<file path="src/rtl/tkt_pkg.sv">
package tkt_pkg;
   // Order in which same-cycle acquires are numbered.
   typedef enum logic {
      TKT_ORD_ASCEND  = 1'b0,
      TKT_ORD_DESCEND = 1'b1
   } tkt_order_e;
endpackage

</file>
<file path="src/rtl/tkt_dispenser.sv">
module tkt_dispenser
   import tkt_pkg::*;
#(
   parameter int         N     = 4,
   parameter int         W     = 3,
   parameter tkt_order_e ORDER = TKT_ORD_ASCEND
) (
   input  logic                clk,
   input  logic                rst_n,
   input  logic [N-1:0]        take_i,
   output logic [N-1:0][W-1:0] tkt_o,
   output logic [W-1:0]        next_o
);
   logic [W-1:0]        nxt_q;
   logic [W-1:0]        total;
   logic [N-1:0][W-1:0] rank;

   // Rank of each taker among the takers of this cycle.
   generate
      if (ORDER == TKT_ORD_ASCEND) begin : g_asc
         always_comb begin
            for (int i = 0; i < N; i++) begin
               logic [W-1:0] acc;
               acc = '0;
               for (int j = 0; j < i; j++) acc = acc + W'(take_i[j]);
               rank[i] = acc;
            end
         end
      end else begin : g_desc
         always_comb begin
            for (int i = 0; i < N; i++) begin
               logic [W-1:0] acc;
               acc = '0;
               for (int j = i + 1; j < N; j++) acc = acc + W'(take_i[j]);
               rank[i] = acc;
            end
         end
      end
   endgenerate

   always_comb begin
      total = '0;
      for (int k = 0; k < N; k++) total = total + W'(take_i[k]);
   end

   // Fetch-and-add: every taker reads the pre-increment base plus its rank.
   always_ff @(posedge clk) begin
      if (!rst_n) nxt_q <= '0;
      else        nxt_q <= nxt_q + total;
   end

   generate
      for (genvar g = 0; g < N; g++) begin : g_offer
         assign tkt_o[g] = nxt_q + rank[g];
      end
   endgenerate

   assign next_o = nxt_q;
endmodule

</file>
<file path="src/rtl/tkt_holder.sv">
module tkt_holder #(
   parameter int W = 3
) (
   input  logic         clk,
   input  logic         rst_n,
   input  logic         take_i,
   input  logic [W-1:0] tkt_i,
   input  logic [W-1:0] serving_i,
   input  logic         rel_i,
   output logic         held_o,
   output logic         grant_o,
   output logic         done_o,
   output logic         stray_o
);
   logic         held_q;
   logic [W-1:0] tkt_q;

   assign grant_o = held_q && (tkt_q == serving_i);
   assign done_o  = rel_i && grant_o;
   assign stray_o = rel_i && !grant_o;
   assign held_o  = held_q;

   always_ff @(posedge clk) begin
      if (!rst_n) begin
         held_q <= 1'b0;
         tkt_q  <= '0;
      end else if (take_i) begin
         held_q <= 1'b1;
         tkt_q  <= tkt_i;
      end else if (done_o) begin
         held_q <= 1'b0;
      end
   end
endmodule

</file>
<file path="src/rtl/tkt_serve_ctr.sv">
module tkt_serve_ctr #(
   parameter int W = 3
) (
   input  logic         clk,
   input  logic         rst_n,
   input  logic         adv_i,
   output logic [W-1:0] serving_o
);
   logic [W-1:0] srv_q;

   always_ff @(posedge clk) begin
      if (!rst_n)     srv_q <= '0;
      else if (adv_i) srv_q <= srv_q + W'(1);
   end

   assign serving_o = srv_q;
endmodule

</file>
<file path="src/rtl/ticket_lock_unit.sv">
module ticket_lock_unit
   import tkt_pkg::*;
#(
   parameter int         N_REQ = 4,
   parameter int         TKT_W = $clog2(N_REQ) + 1,
   parameter tkt_order_e ORDER = TKT_ORD_ASCEND
) (
   input  logic             clk,
   input  logic             rst_n,
   input  logic [N_REQ-1:0] acq_i,
   input  logic [N_REQ-1:0] rel_i,
   output logic [N_REQ-1:0] grant_o,
   output logic             bad_rel_o
);
   localparam int TKT_SPAN = 1 << TKT_W;

   // Elaboration-time parameter checks.
   generate
      if (N_REQ < 1) begin : g_bad_n
         $error("ticket_lock_unit: N_REQ must be at least 1");
      end
      if (TKT_SPAN < N_REQ) begin : g_bad_w
         $error("ticket_lock_unit: TKT_W too narrow for N_REQ outstanding tickets");
      end
   endgenerate

   logic [N_REQ-1:0]            held;
   logic [N_REQ-1:0]            take;
   logic [N_REQ-1:0]            done;
   logic [N_REQ-1:0]            stray;
   logic [N_REQ-1:0][TKT_W-1:0] tkt_offer;
   logic [TKT_W-1:0]            next_tkt;
   logic [TKT_W-1:0]            srv_q;
   logic                        bad_q;

   // A requester already in line cannot draw a second ticket.
   assign take = acq_i & ~held;

   tkt_dispenser #(.N(N_REQ), .W(TKT_W), .ORDER(ORDER)) u_disp (
      .clk    (clk),
      .rst_n  (rst_n),
      .take_i (take),
      .tkt_o  (tkt_offer),
      .next_o (next_tkt)
   );

   tkt_serve_ctr #(.W(TKT_W)) u_srv (
      .clk       (clk),
      .rst_n     (rst_n),
      .adv_i     (|done),
      .serving_o (srv_q)
   );

   generate
      for (genvar g = 0; g < N_REQ; g++) begin : g_req
         tkt_holder #(.W(TKT_W)) u_hold (
            .clk       (clk),
            .rst_n     (rst_n),
            .take_i    (take[g]),
            .tkt_i     (tkt_offer[g]),
            .serving_i (srv_q),
            .rel_i     (rel_i[g]),
            .held_o    (held[g]),
            .grant_o   (grant_o[g]),
            .done_o    (done[g]),
            .stray_o   (stray[g])
         );
      end
   endgenerate

   always_ff @(posedge clk) begin
      if (!rst_n) bad_q <= 1'b0;
      else        bad_q <= |stray;
   end

   assign bad_rel_o = bad_q;
endmodule

</file>
<file path="config.mk">
export PLATFORM = sky130hd
export DESIGN_NAME = ticket_lock_unit
export DESIGN_NICKNAME = d
export VERILOG_FILES = /design/src/rtl/tkt_pkg.sv /design/src/rtl/tkt_dispenser.sv /design/src/rtl/tkt_holder.sv /design/src/rtl/tkt_serve_ctr.sv /design/src/rtl/ticket_lock_unit.sv
export SDC_FILE = /design/constraint.sdc
export NUM_CORES = 1
export LEC_CHECK = 0
export ABC_CLOCK_PERIOD_IN_PS = 4900
export CORE_UTILIZATION = 55
export CTS_BUF_LIST = sky130_fd_sc_hd__clkbuf_8
export CTS_CLUSTER_SIZE = 40
export DETAILED_ROUTE_END_ITERATION = 7
export GPL_TIMING_DRIVEN = 0
export PLACE_DENSITY = 0.88
export SLEW_MARGIN = 20
export SYNTH_ARGS = -nofsm -noshare
export SYNTH_HDL_FRONTEND = slang
export SYNTH_HIERARCHICAL = 1
export SYNTH_SLANG_ARGS = --single-unit
</file>
<file path="constraint.sdc">
create_clock -name clk -period 4.9 [get_ports clk]
set_input_delay 0.735 -clock clk [delete_from_list [all_inputs] [get_ports clk]]
set_output_delay 0.735 -clock clk [all_outputs]
set_load 0.01 [all_outputs]
</file>
==> load_flow_metrics.sql, run 1 <==
INSERT INTO impl_metrics (metric_group, metric, value, unit) VALUES
('run_status', 'status', 'finished clean', ''),
('power', 'cellLeakagePower', '0.694', 'nW'),
('die', 'initial_utilization', '60.3', '%'),
('worst_setup_path', 'worst_ep_arrival_time', '3040', 'ps'),
('cts', 'clock_buffers_created_by_tritoncts', '3', ''),
('route', 'post_detailed_route_via_to_cell_ratio', '5.26', ''),
('power', 'total_power', '0.751', 'mW'),
('placed_design', 'gp_congestion', '0.804', ''),
('cts', 'cts_repair_resize_count', '0', ''),
('job', 'cap_viol_max_count', '0', ''),
('route', 'antenna_violating_nets_post_route', '0', ''),
('layout', 'instances_no_fill', '188', ''),
('route', 'firstDrtPassIters', '4', ''),
('cts', 'clk_path_buf_depth', '2', ''),
('power', 'pwr_density_cell', '471', 'nW/um^2'),
('yosys', 'ys_seq_elements', '23', ''),
('worst_hold_path', 'hold_path.class', 'flop to flop', ''),
('worst_hold_path', 'min_path_cells', '2', ''),
('worst_setup_path', 'r2r_start', 'g_req[0].u_hold/held_o$_SDFFE_PN0P_', ''),
('worst_setup_path', 'cell_chain_critical_path', 'clkdlybuf4s50_1 > nor2b_1 > fa_1 > fa_1 > inv_1 > fa_1 > nor2b_1', ''),
('worst_setup_path', 'timing.reg2reg.setup_slack', '2670', 'ps'),
('yosys', 'synth_net_count', '165', ''),
('die', 'num_rows', '17', ''),
('layout', 'num-fill-cells', '172', ''),
('grt', 'number_of_antenna_violations_at_the_first_check_in_global_routing', '0', ''),
('worst_setup_path', 'critPathLaunchType', 'input port', ''),
('layout', 'insertedDiodeCount', '0', ''),
('sta', 'finalSetupTns', '0', 'ps'),
('sta', 'timing_max_transition_violations_final', '0', ''),
('yosys', 'synth-async-reset-ratio', '0', '%'),
('worst_setup_path', 'critical_path_required', '5100', 'ps'),
('sta', 'timing_hold_violations_final', '0', ''),
('placed_design', 'buffer_ports.inserted', '14', ''),
('die', 'floorplan.core_area', '2280', 'um^2'),
('sta', 'grt_setup_unrepaired', 'no', ''),
('cts', 'cts_root_buf', 'sky130_fd_sc_hd__clkbuf_8', ''),
('layout', 'post_route_cells_drive_above_1_share', '7.50', '%'),
('worst_setup_path', 'worstPathMaxFanout', '4', ''),
('placed_design', 'detailedPlace.worstSlack', '1820', 'ps'),
('yosys', 'main_synth_ff_type', 'sky130_fd_sc_hd__dfxtp_1', ''),
('cts', 'cts_tree', 'done', ''),
('grt', 'globalRouteOverflowTotal', '0', ''),
('route', 'dr.first_iter.drc_count', '22', ''),
('worst_setup_path', 'critPathMaxStageDelay', '510', 'ps'),
('die', 'die_area', '2700', 'um^2'),
('yosys', 'post_synth_num_cell_types', '20', ''),
('die', 'dieWidth', '52.0', 'um'),
('cts', 'clock_insertion_delay_worst_skew', '260', 'ps'),
('layout', 'area_grow_syn2layout', '16.1', '%'),
('yosys', 'avgSynthCellArea', '9.67', 'um^2'),
('route', 'postRouteWirelength', '2560', 'um'),
('worst_hold_path', 'hold_path.startpoint', 'g_req[2].u_hold/tkt_q[1]$_SDFFE_PN0P_', ''),
('worst_setup_path', 'timing.critical_path.to_type', 'flop', ''),
('cts', 'post_cts_hold_buffer_count', '0', ''),
('sta', 'post-route-period-util', '57.9', '%'),
('power', 'power.ir.vdd_worst', '0.268', 'mV'),
('yosys', 'mappedNetlistArea', '1370', 'um^2'),
('yosys', 'synth_largest_area_cell', 'sky130_fd_sc_hd__dfxtp_1', ''),
('yosys', 'ys.warnings.count', '6', ''),
('cts', 'cts_htree_levels', '1', ''),
('worst_setup_path', 'path_class', 'input port to flop', ''),
('route', 'routed_wire_length_per_instance', '13.6', 'um'),
('worst_setup_path', 'critPathSlowestCell', 'sky130_fd_sc_hd__fa_1', ''),
('sta', 'post-route-worst-setup-slack', '2060', 'ps'),
('grt', 'globalRouteTotalUtil', '22.6', '%'),
('route', 'routed-via-count', '989', ''),
('cts', 'clock_sink_count', '23', ''),
('yosys', 'synth_largest_type_area_fraction', '33.5', '%'),
('die', 'top_level_ports', '15', ''),
('sta', 'setup_viol_count_final', '0', ''),
('sta', 'worst_clk_skew', '1.18', 'ps');
==> worst max-delay path by stage <==
stage | cells after the start | start | endpoint | slack [ps]
6_report | 7 | acq_i[0] | u_disp/next_o[1]$_SDFF_PN0_ | 2060
5_1_grt | 7 | acq_i[0] | u_disp/next_o[1]$_SDFF_PN0_ | 1920
4_1_cts | 7 | acq_i[0] | u_disp/next_o[1]$_SDFF_PN0_ | 2080
3_5_place_dp | 7 | acq_i[0] | u_disp/next_o[1]$_SDFF_PN0_ | 1820
3_3_place_gp | 7 | acq_i[0] | u_disp/next_o[1]$_SDFF_PN0_ | 1800
2_1_floorplan | 6 | acq_i[0] | u_disp/next_o[1]$_SDFF_PN0_ | 2430
==> metal layers <==
metal  track usage [%]  part of all wire, %  routed length, um
met5                 0                    0                  0
met2              39.1                   50               1280
met3              2.63                  3.7                 94
met4              9.01                 0.94                 24
met1              28.3                   45               1160
==> synth_stat cells, types with 4 or more instances <==
master and number:
sky130_fd_sc_hd__a41oi_1 4, sky130_fd_sc_hd__and2_1 6, sky130_fd_sc_hd__clkbuf_2 4, sky130_fd_sc_hd__dfxtp_1 23, sky130_fd_sc_hd__fa_1 5, sky130_fd_sc_hd__ha_1 8, sky130_fd_sc_hd__inv_1 16, sky130_fd_sc_hd__mux2i_1 15
sky130_fd_sc_hd__nand4_1 4, sky130_fd_sc_hd__nor2_1 8, sky130_fd_sc_hd__nor2b_1 18, sky130_fd_sc_hd__o21ai_0 4, sky130_fd_sc_hd__xnor2_1 14
==> where the power goes <==
part           switching [mW]  internal, mW  total [mW]
Combinational           0.160         0.179       0.340
Clock                  0.0597        0.0567       0.116
Sequential             0.0580         0.237       0.295
Total                   0.278         0.473       0.751
==> sequential cells by signal, indices dropped and copies added (netlist names) <==
register,cells
g_req.u_hold/held_o,4
bad_rel_o,1
g_req.u_hold/tkt_q,12
u_srv/serving_o,3
u_disp/next_o,3
==> cell families (layout without fill, tap and decap cells) <==
logic type	Yosys count	in the layout	synth area share, %
compound gates	9	9	4.83
xor+xnor	17	17	11.4
fa+ha+maj	13	13	14.6
buf+inv	23	41	7.48
flops	23	23	33.5
mux	15	15	10.9
simple gates	42	42	17.2
==> worst max-delay path: cells and delay by family <==
family        cells  cell delay [ps]
fa+ha+maj         3             1280
buf+inv           2              520
simple gates      2              500
==> placed cells by master (no fill, tap or decap), drive strengths merged, types with 3 or more instances in the layout <==
cell | netlist | final
fa | 5 | 5
mux2i | 15 | 15
and2 | 6 | 6
clkbuf | 4 | 7
nor2b | 18 | 18
nor2 | 8 | 8
ha | 8 | 8
nand4 | 4 | 4
clkdlybuf4s50 | 0 | 14
dfxtp | 23 | 23
a41oi | 4 | 4
inv | 16 | 16
xor2 | 3 | 3
xnor2 | 14 | 14
buf | 3 | 3
nand2 | 3 | 3
o21ai | 4 | 4
==> layout make-up <==
class	count	area [um^2]	share of cell area, %
buffer	7	42.5	2.67
tap	28	35.0	2.20
timing repair buffer	14	140	8.79
clock buffer	3	41.3	2.59
sequential	23	460	28.9
multi-input combinational	96	810	50.8
clock inverter	1	5.00	0.314
inverter	16	60.1	3.77
==> per-stage QoR <==
stage          hold slack, ps  util (%)  instance area, um^2
2_1_floorplan             504         -                 1370
3_3_place_gp              520      68.0                 1550
3_5_place_dp              529      68.0                 1550
4_1_cts                   540      70.0                 1590
5_1_grt                   568      70.0                 1590
6_report                  537      70.0                 1590
(Power assumes the default switching activity.)
==> inputs of run 2 (changes only) <==
--- a/config.mk
+++ b/config.mk
@@ -5,7 +5,7 @@
 export SDC_FILE = /design/constraint.sdc
 export NUM_CORES = 1
 export LEC_CHECK = 0
-export ABC_CLOCK_PERIOD_IN_PS = 4900
+export ABC_CLOCK_PERIOD_IN_PS = 2700
 export CORE_UTILIZATION = 55
 export CTS_BUF_LIST = sky130_fd_sc_hd__clkbuf_8
 export CTS_CLUSTER_SIZE = 40
==> constraint.sdc (replaced) <==
create_clock -name clk -period 2.7 [get_ports clk]
set_input_delay 0.405 -clock clk [delete_from_list [all_inputs] [get_ports clk]]
set_output_delay 0.405 -clock clk [all_outputs]
set_load 0.01 [all_outputs]
==> results of run 2 <==
The final DEF is identical to that of run 1. Status: finished clean.
Main changes from that run: setup slack after placement 1820 ps -> -54.1 ps; setup slack after layout 2060 ps -> 194 ps; register-to-register setup slack 2670 ps -> 470 ps; total power 0.751 mW -> 1.36 mW; worst IR drop on VDD 0.268 mV -> 0.487 mV
